**src/rtl/wdog_pkg.sv**
```systemverilog
package wdog_pkg;
  typedef enum logic [1:0] {SEQ_IDLE, SEQ_UNL, SEQ_REF} seq_t;

  localparam logic [15:0] KEY_UNL_A = 16'hC520;
  localparam logic [15:0] KEY_UNL_B = 16'hD928;
  localparam logic [15:0] KEY_REF_A = 16'hA602;
  localparam logic [15:0] KEY_REF_B = 16'hB480;

  localparam logic [2:0] ADR_SVC  = 3'd0;
  localparam logic [2:0] ADR_CTRL = 3'd1;
  localparam logic [2:0] ADR_LIM  = 3'd2;
  localparam logic [2:0] ADR_WIN  = 3'd3;
  localparam logic [2:0] ADR_RCLR = 3'd4;

  typedef struct packed {
    logic dbg_en;
    logic sby_en;
    logic stp_en;
    logic wt_en;
    logic irq_first;
    logic win_en;
    logic enable;
  } ctrl_t;

  localparam ctrl_t CTRL_RST = 7'b0000001;
endpackage

```
**src/rtl/wdog_keyseq.sv**
```systemverilog
module wdog_keyseq
  import wdog_pkg::*;
#(
  parameter int KEY_GAP = 20
) (
  input  logic        clk,
  input  logic        rst_n,
  input  logic        svc_wr,
  input  logic [15:0] svc_key,
  input  logic        abort,
  output logic        unlock_o,
  output logic        refresh_o,
  output logic        fault_o
);
  localparam int GW = $clog2(KEY_GAP + 1);
  localparam logic [GW-1:0] GAP_LAST = GW'(KEY_GAP - 1);

  seq_t          state_q, state_d;
  logic [GW-1:0] gap_q, gap_d;

  always_comb begin
    state_d   = state_q;
    gap_d     = gap_q;
    unlock_o  = 1'b0;
    refresh_o = 1'b0;
    fault_o   = 1'b0;
    if (state_q != SEQ_IDLE && !svc_wr) begin
      if (gap_q == GAP_LAST) begin
        fault_o = 1'b1;
        state_d = SEQ_IDLE;
      end else begin
        gap_d = gap_q + 1'b1;
      end
    end
    if (svc_wr) begin
      case (state_q)
        SEQ_IDLE: begin
          gap_d = '0;
          if (svc_key == KEY_UNL_A)      state_d = SEQ_UNL;
          else if (svc_key == KEY_REF_A) state_d = SEQ_REF;
          else                           fault_o = 1'b1;
        end
        SEQ_UNL: begin
          state_d = SEQ_IDLE;
          if (svc_key == KEY_UNL_B) unlock_o = 1'b1;
          else                      fault_o  = 1'b1;
        end
        SEQ_REF: begin
          state_d = SEQ_IDLE;
          if (svc_key == KEY_REF_B) refresh_o = 1'b1;
          else                      fault_o   = 1'b1;
        end
        default: state_d = SEQ_IDLE;
      endcase
    end
    if (abort) begin
      state_d = SEQ_IDLE;
      gap_d   = '0;
    end
  end

  always_ff @(posedge clk or negedge rst_n) begin
    if (!rst_n) begin
      state_q <= SEQ_IDLE;
      gap_q   <= '0;
    end else begin
      state_q <= state_d;
      gap_q   <= gap_d;
    end
  end

  assert_gap_bound_R4: assert property (@(posedge clk) disable iff (!rst_n)
    gap_q <= GAP_LAST);
  assert_idle_after_fault_R4: assert property (@(posedge clk) disable iff (!rst_n)
    fault_o |=> state_q == SEQ_IDLE);
  assert_one_outcome_R2: assert property (@(posedge clk) disable iff (!rst_n)
    $onehot0({unlock_o, refresh_o, fault_o}));
endmodule

```
**src/rtl/wdog_cfg.sv**
```systemverilog
module wdog_cfg
  import wdog_pkg::*;
#(
  parameter int CNT_W      = 32,
  parameter int UNLOCK_WIN = 256
) (
  input  logic             clk,
  input  logic             rst_n,
  input  logic             unlock,
  input  logic             wr_en,
  input  logic [2:0]       wr_addr,
  input  logic [CNT_W-1:0] wr_data,
  output ctrl_t            ctrl_o,
  output logic [CNT_W-1:0] limit_o,
  output logic [CNT_W-1:0] win_o
);
  localparam int UW = $clog2(UNLOCK_WIN + 1);

  logic [UW-1:0]    unl_q, unl_d;
  logic             open;
  logic             ctrl_we, lim_we, win_we;
  ctrl_t            ctrl_q;
  logic [CNT_W-1:0] lim_q, win_q;

  assign open    = (unl_q != '0);
  assign ctrl_we = wr_en && open && (wr_addr == ADR_CTRL);
  assign lim_we  = wr_en && open && (wr_addr == ADR_LIM);
  assign win_we  = wr_en && open && (wr_addr == ADR_WIN);

  always_comb begin
    if (unlock)    unl_d = UW'(UNLOCK_WIN);
    else if (open) unl_d = unl_q - 1'b1;
    else           unl_d = '0;
  end

  always_ff @(posedge clk or negedge rst_n) begin
    if (!rst_n) unl_q <= '0;
    else        unl_q <= unl_d;
  end

  always_ff @(posedge clk or negedge rst_n) begin
    if (!rst_n)       ctrl_q <= CTRL_RST;
    else if (ctrl_we) ctrl_q <= ctrl_t'(wr_data[6:0]);
  end

  always_ff @(posedge clk or negedge rst_n) begin
    if (!rst_n)      lim_q <= '1;
    else if (lim_we) lim_q <= wr_data;
  end

  always_ff @(posedge clk or negedge rst_n) begin
    if (!rst_n)      win_q <= '0;
    else if (win_we) win_q <= wr_data;
  end

  assign ctrl_o  = ctrl_q;
  assign limit_o = lim_q;
  assign win_o   = win_q;

  assert_locked_limit_R5: assert property (@(posedge clk) disable iff (!rst_n)
    !open |=> $stable(lim_q));
  assert_locked_ctrl_R5: assert property (@(posedge clk) disable iff (!rst_n)
    !open |=> $stable(ctrl_q));
  assert_window_len_R5: assert property (@(posedge clk) disable iff (!rst_n)
    unlock |=> unl_q == UW'(UNLOCK_WIN));
endmodule

```
**src/rtl/wdog_timer.sv**
```systemverilog
module wdog_timer #(
  parameter int CNT_W = 32
) (
  input  logic             clk,
  input  logic             rst_n,
  input  logic             run,
  input  logic             restart,
  output logic [CNT_W-1:0] count_o
);
  logic [CNT_W-1:0] cnt_q, cnt_d;
  logic             cnt_en;

  assign cnt_en = run || restart;

  always_comb begin
    if (restart) cnt_d = '0;
    else         cnt_d = cnt_q + 1'b1;
  end

  always_ff @(posedge clk or negedge rst_n) begin
    if (!rst_n)      cnt_q <= '0;
    else if (cnt_en) cnt_q <= cnt_d;
  end

  assign count_o = cnt_q;

  assert_restart_zero_R3: assert property (@(posedge clk) disable iff (!rst_n)
    restart |=> cnt_q == '0);
endmodule

```
**src/rtl/wdog_fault.sv**
```systemverilog
module wdog_fault #(
  parameter int IRQ_DELAY = 128,
  parameter int RC_W      = 8
) (
  input  logic            clk,
  input  logic            rst_n,
  input  logic            fault_in,
  input  logic            irq_first,
  input  logic            cancel,
  input  logic            rc_clr,
  output logic            issue_o,
  output logic            irq_o,
  output logic            rst_req_o,
  output logic [RC_W-1:0] rc_o
);
  localparam int DW = $clog2(IRQ_DELAY + 1);
  localparam logic [RC_W-1:0] RC_MAX = '1;

  logic            irq_q, irq_d;
  logic [DW-1:0]   dly_q, dly_d;
  logic            rst_q;
  logic [RC_W-1:0] rc_q, rc_d;
  logic            rc_en;

  always_comb begin
    issue_o = 1'b0;
    irq_d   = irq_q;
    dly_d   = dly_q;
    if (irq_q) begin
      if (cancel) begin
        irq_d = 1'b0;
      end else if (dly_q == '0) begin
        issue_o = 1'b1;
        irq_d   = 1'b0;
      end else begin
        dly_d = dly_q - 1'b1;
      end
    end else if (fault_in) begin
      if (irq_first) begin
        irq_d = 1'b1;
        dly_d = DW'(IRQ_DELAY - 1);
      end else begin
        issue_o = 1'b1;
      end
    end
  end

  assign rc_en = rc_clr || (issue_o && rc_q != RC_MAX);
  assign rc_d  = rc_clr ? '0 : rc_q + 1'b1;

  always_ff @(posedge clk or negedge rst_n) begin
    if (!rst_n) begin
      irq_q <= 1'b0;
      dly_q <= '0;
      rst_q <= 1'b0;
    end else begin
      irq_q <= irq_d;
      dly_q <= dly_d;
      rst_q <= issue_o;
    end
  end

  always_ff @(posedge clk or negedge rst_n) begin
    if (!rst_n)     rc_q <= '0;
    else if (rc_en) rc_q <= rc_d;
  end

  assign irq_o     = irq_q;
  assign rst_req_o = rst_q;
  assign rc_o      = rc_q;

  assert_irq_then_rst_R9: assert property (@(posedge clk) disable iff (!rst_n)
    (irq_q && dly_q == '0 && !cancel) |=> (rst_q && !irq_q));
  assert_cancel_R9: assert property (@(posedge clk) disable iff (!rst_n)
    (irq_q && cancel) |=> (!irq_q && !rst_q));
  assert_tally_sat_R12: assert property (@(posedge clk) disable iff (!rst_n)
    (rc_q == RC_MAX && !rc_clr) |=> rc_q == RC_MAX);
  assert_tally_clr_R12: assert property (@(posedge clk) disable iff (!rst_n)
    rc_clr |=> rc_q == '0);
endmodule

```
**src/rtl/wdog_keyed.sv**
```systemverilog
module wdog_keyed
  import wdog_pkg::*;
#(
  parameter int CNT_W      = 32,
  parameter int KEY_GAP    = 20,
  parameter int UNLOCK_WIN = 256,
  parameter int IRQ_DELAY  = 128,
  parameter int RC_W       = 8
) (
  input  logic             clk,
  input  logic             rst_n,
  input  logic             wr_en,
  input  logic [2:0]       wr_addr,
  input  logic [CNT_W-1:0] wr_data,
  input  logic             mode_wait,
  input  logic             mode_stop,
  input  logic             mode_standby,
  input  logic             mode_debug,
  output logic             irq,
  output logic             sys_rst_req,
  output logic [RC_W-1:0]  rst_count
);
  logic             svc_wr, seq_unlock, seq_refresh, seq_fault;
  logic             issue, early, refresh_good, timeout, run, restart, fault_any;
  logic             mode_block;
  ctrl_t            ctrl;
  logic [CNT_W-1:0] limit, win_start, count;

  assign svc_wr = wr_en && (wr_addr == ADR_SVC);

  wdog_keyseq #(.KEY_GAP(KEY_GAP)) u_seq (
    .clk(clk), .rst_n(rst_n), .svc_wr(svc_wr), .svc_key(wr_data[15:0]),
    .abort(issue), .unlock_o(seq_unlock), .refresh_o(seq_refresh), .fault_o(seq_fault)
  );

  wdog_cfg #(.CNT_W(CNT_W), .UNLOCK_WIN(UNLOCK_WIN)) u_cfg (
    .clk(clk), .rst_n(rst_n), .unlock(seq_unlock), .wr_en(wr_en), .wr_addr(wr_addr),
    .wr_data(wr_data), .ctrl_o(ctrl), .limit_o(limit), .win_o(win_start)
  );

  assign mode_block = (mode_wait && !ctrl.wt_en) || (mode_stop && !ctrl.stp_en) ||
                      (mode_standby && !ctrl.sby_en) || (mode_debug && !ctrl.dbg_en);
  assign run          = ctrl.enable && !mode_block;
  assign early        = ctrl.win_en && (count < win_start);
  assign refresh_good = seq_refresh && !early;
  assign timeout      = count >= limit;
  assign fault_any    = ctrl.enable && (seq_fault || (seq_refresh && early) || timeout);
  assign restart      = issue || refresh_good;

  wdog_timer #(.CNT_W(CNT_W)) u_tmr (
    .clk(clk), .rst_n(rst_n), .run(run), .restart(restart), .count_o(count)
  );

  wdog_fault #(.IRQ_DELAY(IRQ_DELAY), .RC_W(RC_W)) u_flt (
    .clk(clk), .rst_n(rst_n), .fault_in(fault_any), .irq_first(ctrl.irq_first),
    .cancel(refresh_good), .rc_clr(wr_en && (wr_addr == ADR_RCLR)),
    .issue_o(issue), .irq_o(irq), .rst_req_o(sys_rst_req), .rc_o(rst_count)
  );

  assert_hold_R10: assert property (@(posedge clk) disable iff (!rst_n)
    (!run && !restart) |=> $stable(count));
  assert_quiet_off_R11: assert property (@(posedge clk) disable iff (!rst_n)
    (!ctrl.enable && !irq) |=> !sys_rst_req);
  assert_early_no_reload_R7: assert property (@(posedge clk) disable iff (!rst_n)
    (seq_refresh && early && !irq) |=> (sys_rst_req || irq));
endmodule

```
**config.mk**
```make
export PLATFORM = sky130hd
export DESIGN_NAME = wdog_keyed
export DESIGN_NICKNAME = d
export VERILOG_FILES = /design/src/rtl/wdog_pkg.sv /design/src/rtl/wdog_keyseq.sv /design/src/rtl/wdog_cfg.sv /design/src/rtl/wdog_timer.sv /design/src/rtl/wdog_fault.sv /design/src/rtl/wdog_keyed.sv
export SDC_FILE = /design/constraint.sdc
export NUM_CORES = 1
export LEC_CHECK = 0
export BUFFER_PORTS_ARGS = -buffer_cell sky130_fd_sc_hd__buf_2
export CAP_MARGIN = 20
export CORE_ASPECT_RATIO = 2
export CORE_MARGIN = 10
export CORE_UTILIZATION = 40
export DETAILED_ROUTE_END_ITERATION = 10
export SYNTH_ARGS = -nofsm -noshare
export SYNTH_HDL_FRONTEND = slang
export SYNTH_SLANG_ARGS = --single-unit
```
**constraint.sdc**
```tcl
create_clock -name clk -period 7.3 [get_ports clk]
set_input_delay 1.46 -clock clk [delete_from_list [all_inputs] [get_ports clk]]
set_output_delay 1.46 -clock clk [all_outputs]
set_load 0.01 [all_outputs]
```
==> tab_implementation.tex, run 1 <==
\begin{tabular}{lr}
\hline
Metric & Value \\
\hline
\multicolumn{2}{l}{\textbf{Drt}} \\
\quad Detailed-route DRC error count & 0 \\
\quad DRT Wirelength & $\sim$18 mm \\
\quad Average wire per cell in the routed design & around 17 um \\
\quad Drt initial violations & 150 \\
\quad Pre-antenna DRT Iters & 4 \\
\quad Detail Route Antenna Nets & 0 \\
\quad Ratio of routed vias to standard cells & between 5 and 6 \\
\quad Vias after detailed routing & roughly 5,700 \\
\multicolumn{2}{l}{\textbf{Synth}} \\
\quad Number of unique standard cell types used by synthesis & between 50 and 60 \\
\quad Mean area per synthesized cell & approximately 10 um\^{}2 \\
\quad Yosys Warn Count & 0 \\
\quad Syn Nets & roughly 870 \\
\quad Sequential share of the synthesized area & between 40\% and 50\% \\
\quad Number of enable-type register cells in the synthesized netlist & 0 \\
\quad Main flop type after synthesis & dfrtp\_1 \\
\quad Mapped Cells & around 760 \\
\quad Number of register bits inferred by synthesis & about 140 \\
\quad Post-synthesis cell area & approximately 7800 um\^{}2 \\
\quad Proportion of register bits with asynchronous set or reset after synthesis & 100.0\% \\
\multicolumn{2}{l}{\textbf{Floorplanning}} \\
\quad Row cnt & 72 \\
\quad Horizontal extent of the die & $\sim$120 um \\
\quad Count of boundary I/O pins & 52 \\
\quad Initial core utilization & about 40\% \\
\quad Core footprint & 19,190 um\^{}2 \\
\quad Chip Height & $\sim$220 um \\
\quad Die Footprint & 25,700 um\^{}2 \\
\multicolumn{2}{l}{\textbf{STA}} \\
\quad Worst slew margin relative to its limit & roughly 33\% \\
\quad Number of failing setup endpoints in the final timing report & 0 \\
\quad Worst Clk Skew & around 0.0086 ns \\
\quad Final max-slew violation count & 0 \\
\quad Final Hold Viols & 0 \\
\quad Final period demand of the worst path & 4.178 ns \\
\quad Total Negative Setup Slacks & 0 ns \\
\quad Highest clock rate & 239.4 MHz \\
\quad Worst Max-Slew Pin Slew & roughly 0.99 ns \\
\quad Final worst-path cycle share & 57.23\% \\
\quad Setup repair after global routing missed its margin & no \\
\multicolumn{2}{l}{\textbf{Placed design}} \\
\quad \# port buffers & between 50 and 60 \\
\quad Last weighted congestion value of the routability-driven placer & just over 0.8 \\
\quad DPL Wire Length & 13.82 mm \\
\quad Placed standard-cell area & roughly 8300 um\^{}2 \\
\multicolumn{2}{l}{\textbf{Clock tree}} \\
\quad Cell at the root of the clock tree & clkbuf\_16 \\
\quad Clock latency reported for the late side of the worst-skew pair & 0.42 ns \\
\quad Number of sinks driven by the clock tree & 137 \\
\quad Deepest clock path buffer count & 2 \\
\quad CTS tree & yes \\
\quad \# hold bufs at CTS & 0 \\
\quad CTS resizes & 0 \\
\quad Cts bufs inserted & 17 \\
\quad Post-CTS setup buffer count & 0 \\
\quad Number of H-tree levels & 4 \\
\quad Post-CTS clock slew at the launch and capture registers of the worst setup and hold paths & around 0.06 ns \\
\multicolumn{2}{l}{\textbf{Pwr}} \\
\quad Maximum vdd drop & about 130 uV \\
\quad Total design power & approximately 2.3 mW \\
\quad P\_leak & around 4.3 nW \\
\quad PwrDens & approximately 260 nW/um\^{}2 \\
\multicolumn{2}{l}{\textbf{Run}} \\
\quad Number of maximum-capacitance violations & 0 \\
\multicolumn{2}{l}{\textbf{Setup path}} \\
\quad Worst path required time & between 7 and 8 ns \\
\quad CP dominant cell by count & nand3\_1 \\
\quad Endpoint class of the critical path & register \\
\quad Type of the worst setup path & in -> reg \\
\quad Critical-path top delay cell & nor4b\_1 \\
\quad Crit path cell chain & buf\_2, nor4b\_1, nand3\_1, a21oi\_1, o221a\_2, o2111ai\_2, o21ai\_1, nand3\_1, buf\_4, nor2\_1 \\
\quad Startpoint type of the worst setup path & input port \\
\quad Arr. time, crit path & approximately 4.5 ns \\
\quad CP Max Fanout & 32 \\
\quad Critical Path Max Stage Delay & between 0.8 and 0.9 ns \\
\multicolumn{2}{l}{\textbf{Global route}} \\
\quad GRT Overall Usage & $\sim$15\% \\
\quad GR Layer Usage met3 & between 3 and 4\% \\
\quad Routing usage on met1 & 14.56\% \\
\quad Largest net degree at the start of global routing & 77 \\
\quad Aggregate global routing overflow & 0 \\
\quad Busiest layer in global routing & met2 \\
\quad Via count of the first global-routing pass & $\sim$6,000 \\
\quad Initial antenna violation count & 1 \\
\quad First-pass GRT wire length & about 30 mm \\
\quad Global-route track usage on met2 & a little over a quarter \\
\multicolumn{2}{l}{\textbf{Final layout}} \\
\quad Count of fill cells added during filler insertion & around 1,800 \\
\quad Cell area after layout & between 8000 and 9000 um\^{}2 \\
\quad Most used cells in the layout excluding fill and tap cells & 104 x dfrtp\_1, 74 x inv\_1, 72 x nor2\_1, 72 x mux2\_2, 68 x ha\_1 \\
\quad Leading cell type in the layout, fill and taps excluded & dfrtp\_1 \\
\quad Final net count & 925 \\
\quad Area Overhead vs Synth & 14.44\% \\
\quad Post-route core utilization & a little under half \\
\quad Fraction of layout instances using a drive strength above 1 & between 20\% and 30\% \\
\multicolumn{2}{l}{\textbf{Outcome}} \\
\quad Run status & finished clean \\
\multicolumn{2}{l}{\textbf{Worst hold path}} \\
\quad Class of the worst hold path & reg -> reg \\
\hline
\end{tabular}
-- registers in the layout (all words and copies together), names as in the netlist, 2 cells and up --
register and flops:
u_flt.rc_o 8, u_cfg.ctrl_o 7, u_tmr.count_o 32, u_cfg.unl_q 9
u_seq.state_q 2, u_cfg.limit_o 32, u_flt.dly_q 8, u_seq.gap_q 5
u_cfg.win_o 32
-- final cells by class --
cell class	count	area (um^2)	share of cell area (%)
flip-flops and latches	137	3470	39.08
repair buffers	55	291.5	3.284
well taps	259	324.1	3.650
multi-input cells	530	3928	44.24
clock buffers	21	460.4	5.187
diodes	1	2.502	0.02819
clock inverters	11	123.9	1.395
inverters	74	277.8	3.129
-- through the flow --
step | instances | setup WS [ns] | hold WS (ns)
final | 1088 | 3.122 | 0.4693
after floorplan | 759 | 3.824 | 0.4282
after global placement | 1055 | 2.792 | 0.4589
after CTS | 1087 | 3.215 | 0.4679
after global routing | 1087 | 3.002 | 0.5073
after detailed placement | 1055 | 2.770 | 0.4602
-- synthesized netlist by cell type (8+ instances only) --
library cell / instances / share of area, %
buf_2: 12 / 0.77
mux2_2: 72 / 10
a21oi_1: 42 / 2.7
ha_1: 68 / 11
nor2_1: 72 / 3.5
o21ai_0: 15 / 0.97
dfrtp_1: 104 / 34
nor2b_1: 9 / 0.73
xnor2_1: 15 / 1.7
and3_1: 14 / 1.1
inv_1: 74 / 3.6
nand3_1: 27 / 1.7
nand4_1: 23 / 1.9
dfstp_2: 33 / 11
xor2_1: 27 / 3.0
a21o_1: 8 / 0.77
nand2_1: 58 / 2.8
mux2i_1: 8 / 1.0
-- per-layer routing --
metal / vias to the layer above / routed length, um
met2: 89 / 10240
met5: - / 0
met1: 2795 / 6894
met4: 0 / 566
met3: 31 / 511
li1: 2752 / -
-- final timing paths --
check,start,cells after the start,endpoint,slack [ns]
max,wr_data[5],10,u_tmr.count_o[5],3.12
min,u_cfg.unl_q[0],1,u_cfg.unl_q[0],0.47
max reg2reg,u_cfg.limit_o[15],10,u_tmr.count_o[5],3.57
min reg2reg,u_cfg.unl_q[0],1,u_cfg.unl_q[0],0.47
max in group asynchronous,rst_n,2,u_cfg.win_o[22],4.88
min in group asynchronous,rst_n,1,u_cfg.ctrl_o[5],1.02
-- power breakdown --
part / switching, mW / internal (mW)
registers: 0.0917 / 0.917
clock network: 0.332 / 0.520
logic: 0.225 / 0.204
-- worst max-delay path: cells and delay by family --
| kind | cells | cell delay [ns] |
|---|---|---|
| buffers and inverters | 2 | 0.41 |
| AO/OA/AOI/OAI | 4 | 1.27 |
| AND/OR/NAND/NOR | 4 | 1.34 |
-- cell families after synthesis --
logic type	Yosys count	synth area share (%)
flip-flops	137	44.73
XOR/XNOR	42	4.742
buffers and inverters	92	4.645
adder cells (fa/ha/maj)	68	10.97
multiplexers	80	11.48
AND/OR/NAND/NOR	250	16.19
AO/OA/AOI/OAI	90	7.242
(Power assumes the default switching activity.)
==> run 2: changes to the inputs <==
--- a/config.mk
+++ b/config.mk
@@ -5,6 +5,7 @@
 export SDC_FILE = /design/constraint.sdc
 export NUM_CORES = 1
 export LEC_CHECK = 0
+export ABC_AREA = 1
 export BUFFER_PORTS_ARGS = -buffer_cell sky130_fd_sc_hd__buf_2
 export CAP_MARGIN = 20
 export CORE_ASPECT_RATIO = 2
==> constraint.sdc (replaced) <==
create_clock -name clk -period 3.4 [get_ports clk]
set_input_delay 0.68 -clock clk [delete_from_list [all_inputs] [get_ports clk]]
set_output_delay 0.68 -clock clk [all_outputs]
set_load 0.01 [all_outputs]
==> tab_implementation.tex, run 2 <==
\begin{tabular}{lr}
\hline
Metric & Value \\
\hline
\multicolumn{2}{l}{\textbf{Clock tree}} \\
\quad Post-CTS clock slew at the launch and capture registers of the worst setup and hold paths & 0.06 ns (about the same) \\
\quad \# hold bufs at CTS & 0 (unchanged) \\
\quad Clock latency reported for the late side of the worst-skew pair & 0.43 ns (about the same) \\
\quad CTS tree & yes \\
\quad Post-CTS setup buffer count & 0 (unchanged) \\
\quad CTS resizes & 0 (unchanged) \\
\quad Cts bufs inserted & 17 (unchanged) \\
\quad Deepest clock path buffer count & 2 (unchanged) \\
\quad Number of H-tree levels & 4 (unchanged) \\
\quad Cell at the root of the clock tree & clkbuf\_16 \\
\quad Number of sinks driven by the clock tree & 137 (unchanged) \\
\multicolumn{2}{l}{\textbf{Setup path}} \\
\quad CP dominant cell by count & nand2\_2 \\
\quad Reg2Reg Setup Slack & 0.66 ns (-2.91 ns) \\
\quad Critical Path Max Stage Delay & 0.53 ns (-0.33 ns) \\
\quad CP Max Fanout & 32 (unchanged) \\
\quad Arr. time, crit path & 3.07 ns (-1.45 ns) \\
\quad Type of the worst setup path & reg -> reg \\
\quad Worst path required time & 3.74 ns (-3.91 ns) \\
\quad Reg-to-reg endpoint & u\_tmr.count\_o[0] \\
\quad Capturing instance or port of the critical path & u\_tmr.count\_o[0] \\
\quad Endpoint class of the critical path & register \\
\quad Startpoint type of the worst setup path & register \\
\quad Critical-path top delay cell & dfstp\_2 \\
\quad Launch instance of the worst register-to-register path & u\_cfg.limit\_o[17] \\
\quad Crit path cell chain & inv\_1, ha\_1, a21oi\_1, o21ai\_0, nand3\_1, a21oi\_1, nor3\_1, nand2\_1, nand2\_1, nand2\_2, nand2\_2, nand2\_2, nand2\_2, nand2\_4, nor3\_1 \\
\quad Source of the critical timing path & u\_cfg.limit\_o[17] \\
\quad Worst Reg-to-Reg Cells & 15 (+5) \\
\multicolumn{2}{l}{\textbf{Outcome}} \\
\quad Run status & finished clean \\
\multicolumn{2}{l}{\textbf{Placed design}} \\
\quad Last weighted congestion value of the routability-driven placer & 0.8667 (+5.5\%) \\
\quad Placed Instances & 1,335 (+27\%) \\
\quad DPL Wire Length & 15.06 mm (+9.0\%) \\
\quad \# port buffers & 51 (unchanged) \\
\multicolumn{2}{l}{\textbf{Global route}} \\
\quad First-pass GRT wire length & 33.06 mm (+10\%) \\
\quad Initial antenna violation count & 0 (-1) \\
\quad Largest net degree at the start of global routing & 76 (-1.3\%) \\
\quad Aggregate global routing overflow & 0 (unchanged) \\
\quad Global-route track usage on met2 & 29.38\% (+1.9 points) \\
\quad GR Layer Usage met3 & 2.985\% (-0.26 points) \\
\quad Routing usage on met1 & 15.02\% (+0.46 points) \\
\quad Via count of the first global-routing pass & 6,805 (+15\%) \\
\quad Busiest layer in global routing & met2 \\
\quad GRT Overall Usage & 15.32\% (+0.75 points) \\
\multicolumn{2}{l}{\textbf{Synth}} \\
\quad Number of register bits inferred by synthesis & 137 (unchanged) \\
\quad Fraction of post-synthesis cell area in the top cell type by area & 31.52\% (-2.0 points) \\
\quad Yosys Warn Count & 0 (unchanged) \\
\quad Mean area per synthesized cell & 8.007 um\^{}2 (-22\%) \\
\quad Number of enable-type register cells in the synthesized netlist & 0 (unchanged) \\
\quad Cell type contributing the most total cell area after synthesis & dfrtp\_1 \\
\quad Post-synthesis cell area & 8255 um\^{}2 (+6.4\%) \\
\quad Proportion of register bits with asynchronous set or reset after synthesis & 100.0\% (unchanged) \\
\quad Mapped Cells & 1,031 (+36\%) \\
\quad Syn Nets & 1,141 (+31\%) \\
\quad Number of unique standard cell types used by synthesis & 46 (-21\%) \\
\quad Top post-synthesis cells by count & 223 x nand2\_1, 171 x inv\_1, 104 x dfrtp\_1 \\
\quad Leading cell types by total area after synthesis & dfrtp\_1 32\%, dfstp\_2 11\%, ha\_1 10\%, nand2\_1 10\%, inv\_1 7.8\% \\
\quad Library cell with the highest instance count after synthesis & nand2\_1 \\
\quad Sequential share of the synthesized area & 42.03\% (-2.7 points) \\
\quad Main flop type after synthesis & dfrtp\_1 \\
\multicolumn{2}{l}{\textbf{Drt}} \\
\quad Average wire per cell in the routed design & 14.24 um (-15\%) \\
\quad Drt initial violations & 258 (+72\%) \\
\quad Detail Route Antenna Nets & 0 (unchanged) \\
\quad DRT Wirelength & 19.47 mm (+6.9\%) \\
\quad Pre-antenna DRT Iters & 5 (+1) \\
\quad Ratio of routed vias to standard cells & 4.878 (-6.4\%) \\
\quad Vias after detailed routing & 6,668 (+18\%) \\
\quad Detailed-route DRC error count & 0 (unchanged) \\
\multicolumn{2}{l}{\textbf{Final layout}} \\
\quad Area Overhead vs Synth & 13.94\% \\
\quad Fraction of layout instances using a drive strength above 1 & 14.90\% (-9.1 points) \\
\quad Leading cell type in the layout, fill and taps excluded & nand2\_1 \\
\quad Final cell count without fillers & 1,367 (+26\%) \\
\quad Most used cells in the layout excluding fill and tap cells & 223 x nand2\_1, 171 x inv\_1, 104 x dfrtp\_1 \\
\quad Post-route core utilization & 46.18\% (-0.084 points) \\
\quad Count of fill cells added during filler insertion & 2,147 (+16\%) \\
\quad Ant. Diodes & 0 (-1) \\
\quad Final net count & 1,198 (+30\%) \\
\multicolumn{2}{l}{\textbf{STA}} \\
\quad Worst slew margin relative to its limit & 50.69\% (+18 points) \\
\quad Final period demand of the worst path & 2.736 ns \\
\quad Highest clock rate & 365.5 MHz \\
\quad Worst Clk Skew & 0.008006 ns (-0.0006427 ns) \\
\quad Setup repair after global routing missed its margin & no \\
\quad Hold Worst Slack & 0.2516 ns (-0.2177 ns) \\
\quad Final worst-path cycle share & between 80\% and 90\% \\
\quad Total Negative Setup Slacks & 0 ns (unchanged) \\
\quad Number of failing setup endpoints in the final timing report & 0 (unchanged) \\
\quad Worst Max-Slew Pin Slew & 0.7397 ns (-0.2490 ns) \\
\quad Final Hold Viols & 0 (unchanged) \\
\quad Final max-slew violation count & 0 (unchanged) \\
\multicolumn{2}{l}{\textbf{Floorplanning}} \\
\quad Core footprint & 20,370 um\^{}2 (+6.2\%) \\
\quad Chip Height & 223.2 um (+2.9\%) \\
\quad Initial core utilization & 40.53\% (+0.10 points) \\
\quad Count of boundary I/O pins & 52 (unchanged) \\
\quad Die Footprint & 27,130 um\^{}2 (+5.6\%) \\
\quad Row cnt & 74 (+2.8\%) \\
\quad Horizontal extent of the die & 121.6 um (+2.6\%) \\
\multicolumn{2}{l}{\textbf{Pwr}} \\
\quad P\_leak & 4.758 nW (+11\%) \\
\quad PwrDens & 574.1 nW/um\^{}2 (+120\%) \\
\quad Maximum vdd drop & 391.8 uV (+200\%) \\
\multicolumn{2}{l}{\textbf{Worst hold path}} \\
\quad Class of the worst hold path & in -> async \\
\multicolumn{2}{l}{\textbf{Run}} \\
\quad Number of maximum-capacitance violations & 0 (unchanged) \\
\hline
\end{tabular}
==> run 2: cell types whose count changed after synthesis, moves of 8 or more <==
| cell | previous run | this run |
|---|---|---|
| nand2_1 | 58 | 223 |
| inv_1 | 74 | 171 |
| mux2_2 | 72 | 0 |
| o21ai_0 | 15 | 78 |
| nor2_1 | 72 | 94 |
| nand3_1 | 27 | 48 |
| nor3_1 | 6 | 24 |
| and3_1 | 14 | 1 |
| xor2_1 | 27 | 17 |
| nor2b_1 | 9 | 0 |
| nor3_2 | 0 | 8 |
| o21ai_1 | 2 | 10 |
==> run 2: worst max-delay path: cells and delay by family (launching register included) <==
kind | cells | cell delay, ns
AO/OA/AOI/OAI | 3 | 0.30
adder cells (fa/ha/maj) | 1 | 0.30
buffers and inverters | 1 | 0.05
flip-flops | 1 | 0.53
AND/OR/NAND/NOR | 10 | 1.46
==> run 2: how the worst min path moves through the flow <==
stage / start / to / cells past startpoint
2_1_floorplan: rst_n / u_cfg.ctrl_o[1] / 0
3_3_place_gp: u_cfg.unl_q[0] / u_cfg.unl_q[0] / 1
3_5_place_dp: u_cfg.unl_q[0] / u_cfg.unl_q[0] / 1
4_1_cts: rst_n / u_cfg.unl_q[4] / 1
5_1_grt: rst_n / u_cfg.unl_q[4] / 1
6_report: rst_n / u_cfg.unl_q[4] / 1
==> run 2: kinds of logic after synthesis <==
logic type	Yosys count	share of synthesized area (%)
AND/OR/NAND/NOR	460	25.83
buffers and inverters	193	9.427
AO/OA/AOI/OAI	142	9.094
flip-flops	137	42.03
adder cells (fa/ha/maj)	68	10.31
XOR/XNOR	29	3.077
multiplexers	2	0.2425
==> run 2: through the flow <==
step | power [mW] | cell area [um^2] | worst slack [ns]
floorplan | 3.123 | 8255 | 1.208
global placement | 3.475 | 8790 | 0.6436
detailed placement | 3.510 | 8790 | 0.5612
CTS | 5.477 | 9407 | 0.5658
global route | 5.796 | 9407 | 0.4109
finish | 5.401 | 9407 | 0.6642
==> run 2: metal layers <==
metal | routed length, um | vias up
met4 | 592 | 0
met3 | 464 | 28
met1 | 7239 | 3151
met2 | 11170 | 84
li1 | - | 3405
met5 | 0 | -
==> run 2: cell type report <==
class,count,area (um^2),area share [%]
inverter,174,660.6,7.023
timing repair buffer,57,319.1,3.392
sequential,137,3470,36.88
clock buffer,24,501.7,5.334
clock inverter,8,115.1,1.224
tap,266,332.8,3.538
multi-input combinational,701,4008,42.60
==> run 2: power by group <==
group          switching, mW  leakage, nW  internal (mW)
sequential             0.243         1.69           1.97
combinational          0.766         2.76          0.476
clock                  0.697        0.310           1.24
==> run 3: changes to the inputs <==
==> constraint.sdc (replaced) <==
create_clock -name clk -period 2.86 [get_ports clk]
set_input_delay 0.572 -clock clk [delete_from_list [all_inputs] [get_ports clk]]
set_output_delay 0.572 -clock clk [all_outputs]
set_load 0.01 [all_outputs]
==> tab_implementation.tex, run 3 (synthesized netlist as in run 2, its figures left out) <==
\begin{tabular}{lr}
\hline
Metric & Value \\
\hline
\multicolumn{2}{l}{\textbf{Floorplanning}} \\
\quad Chip Height & 223.2 um (unchanged) \\
\quad Row cnt & 74 (unchanged) \\
\quad Core footprint & 20,370 um\^{}2 (unchanged) \\
\quad Horizontal extent of the die & 121.6 um (unchanged) \\
\quad Initial core utilization & 40.53\% (unchanged) \\
\quad Die Footprint & 27,130 um\^{}2 (unchanged) \\
\quad Count of boundary I/O pins & 52 (unchanged) \\
\multicolumn{2}{l}{\textbf{Final layout}} \\
\quad Post-route core utilization & 47.18\% (+1.0 points) \\
\quad Area Overhead vs Synth & 16.41\% \\
\quad Fraction of layout instances using a drive strength above 1 & 16.56\% (+1.7 points) \\
\quad Leading cell type in the layout, fill and taps excluded & nand2\_1 \\
\quad Most used cells in the layout excluding fill and tap cells & 221 x nand2\_1, 171 x inv\_1, 104 x dfrtp\_1 \\
\quad Cell area after layout & 9610 um\^{}2 (+2.2\%) \\
\quad Final net count & 1,214 (+1.3\%) \\
\quad Ant. Diodes & 0 (unchanged) \\
\multicolumn{2}{l}{\textbf{Clock tree}} \\
\quad Deepest clock path buffer count & 2 (unchanged) \\
\quad Cts bufs inserted & 17 (unchanged) \\
\quad \# hold bufs at CTS & 0 (unchanged) \\
\quad Post-CTS clock slew at the launch and capture registers of the worst setup and hold paths & 0.06 ns (about the same) \\
\quad CTS tree & yes \\
\quad Clock latency reported for the late side of the worst-skew pair & 0.43 ns (about the same) \\
\quad Number of H-tree levels & 4 (unchanged) \\
\quad Cell at the root of the clock tree & clkbuf\_16 \\
\quad Number of sinks driven by the clock tree & 137 (unchanged) \\
\multicolumn{2}{l}{\textbf{Drt}} \\
\quad Detail Route Antenna Nets & 0 (unchanged) \\
\quad Ratio of routed vias to standard cells & 4.874 (about the same) \\
\quad Drt initial violations & 254 (-1.6\%) \\
\quad DRT Wirelength & 19.72 mm (+1.3\%) \\
\quad Vias after detailed routing & 6,741 (+1.1\%) \\
\quad Detailed-route DRC error count & 0 (unchanged) \\
\quad Pre-antenna DRT Iters & 4 (-1) \\
\quad Average wire per cell in the routed design & 14.26 um (+0.12\%) \\
\multicolumn{2}{l}{\textbf{Run}} \\
\quad Number of maximum-capacitance violations & 0 (unchanged) \\
\multicolumn{2}{l}{\textbf{Setup path}} \\
\quad Worst path required time & 3.18 ns (-0.56 ns) \\
\quad Arr. time, crit path & 2.96 ns (-0.11 ns) \\
\quad CP Max Fanout & 17 (-47\%) \\
\quad Startpoint type of the worst setup path & register \\
\quad Endpoint class of the critical path & register \\
\quad Type of the worst setup path & reg -> reg \\
\multicolumn{2}{l}{\textbf{Worst hold path}} \\
\quad Class of the worst hold path & in -> async \\
\multicolumn{2}{l}{\textbf{Global route}} \\
\quad First-pass GRT wire length & 33.34 mm (+0.86\%) \\
\quad GRT Overall Usage & 15.44\% (+0.13 points) \\
\quad Aggregate global routing overflow & 0 (unchanged) \\
\quad Via count of the first global-routing pass & 7,052 (+3.6\%) \\
\quad Largest net degree at the start of global routing & 68 (-11\%) \\
\quad Initial antenna violation count & 0 (unchanged) \\
\multicolumn{2}{l}{\textbf{STA}} \\
\quad Worst Clk Skew & 0.007394 ns (-0.0006121 ns) \\
\quad Worst Max-Slew Pin Slew & 0.6381 ns (-0.1016 ns) \\
\quad Final max-slew violation count & 0 (unchanged) \\
\quad Min setup slack post-route & 0.2264 ns (-0.4378 ns) \\
\quad Final Hold Viols & 0 (unchanged) \\
\quad Final period demand of the worst path & 2.634 ns (-0.1022 ns) \\
\quad Number of failing setup endpoints in the final timing report & 0 (unchanged) \\
\quad Setup repair after global routing missed its margin & yes \\
\quad Highest clock rate & 379.7 MHz (+3.9\%) \\
\quad Worst slew margin relative to its limit & 57.46\% (+6.8 points) \\
\quad Total Negative Setup Slacks & 0 ns (unchanged) \\
\quad Final worst-path cycle share & 92.08\% (+12 points) \\
\multicolumn{2}{l}{\textbf{Pwr}} \\
\quad Maximum vdd drop & 459.5 uV (+17\%) \\
\quad Total design power & 6.496 mW (+20\%) \\
\quad P\_leak & 4.839 nW (+1.7\%) \\
\quad PwrDens & 675.9 nW/um\^{}2 (+18\%) \\
\multicolumn{2}{l}{\textbf{Placed design}} \\
\quad Last weighted congestion value of the routability-driven placer & 0.8305 (-4.2\%) \\
\quad Post-placement worst setup slack & 0.1406 ns (-0.4206 ns) \\
\quad \# port buffers & 51 (unchanged) \\
\quad Placed standard-cell area & 8937 um\^{}2 (+1.7\%) \\
\quad DPL Wire Length & 15.32 mm (+1.8\%) \\
\multicolumn{2}{l}{\textbf{Outcome}} \\
\quad Run status & finished clean \\
\hline
\end{tabular}
run 3: cell type report:
cell class                 instances  area [um^2]
multi-input combinational        701         4035
clock buffer                      17        425.4
inverter                         174        660.6
sequential                       137         3470
timing repair buffer              73        510.5
fill                            2085        10760
tap                              266        332.8
clock inverter                    15        176.4
run 3: worst paths after layout:
check / start / to / slack, ns / depth (start not counted)
worst max register to register: u_tmr.count_o[15] / u_flt.dly_q[7] / 0.23 / 14
worst max-delay path: u_tmr.count_o[15] / u_flt.dly_q[7] / 0.23 / 14
worst min-delay path: rst_n / u_cfg.unl_q[0] / 0.11 / 1
min in group clk: wr_data[21] / u_cfg.limit_o[21] / 0.37 / 3
worst min register to register: u_cfg.unl_q[0] / u_cfg.unl_q[0] / 0.42 / 1
max in group asynchronous: rst_n / u_cfg.limit_o[8] / 1.91 / 2
run 3: repair_timing:
action / in CTS / in global routing
gates resized for setup: 0 / 7
setup endpoints to repair: 0 / 40
buffers inserted: 0 / 2
run 3: through the flow:
step                      cells  hold slack, ns
after global placement     1348          0.4119
final                      1383          0.1135
after CTS                  1380          0.1381
after detailed placement   1348          0.4167
after floorplan            1031          0.2764
after global routing       1383          0.1524
run 3: metal layers:
| metal | share of wire [%] | track usage (%) | up-vias |
|---|---|---|---|
| met5 | 0 | 0 | - |
| met4 | 2.3 | 6.146 | 0 |
| met3 | 2.1 | 3.010 | 33 |
| met2 | 58 | 30.33 | 69 |
| met1 | 37 | 14.85 | 3188 |
| li1 | - | - | 3451 |
run 3: worst max-delay path, stage by stage (launching register included):
cell     delay [ns]
dfrtp_1        0.47
ha_1           0.34
nand2_1        0.07
inv_1          0.05
nand3_1        0.10
nor3_1         0.20
nand2_1        0.08
nand2_1        0.11
nand2_1        0.10
nand2_1        0.12
nand4_1        0.29
nand3_1        0.23
nand2_4        0.14
a21oi_1        0.15
nor2_1         0.06
run 3: report_power, final:
part | internal [mW] | switching [mW]
Combinational | 0.657 | 0.955
Sequential | 2.35 | 0.283
Clock | 1.37 | 0.887
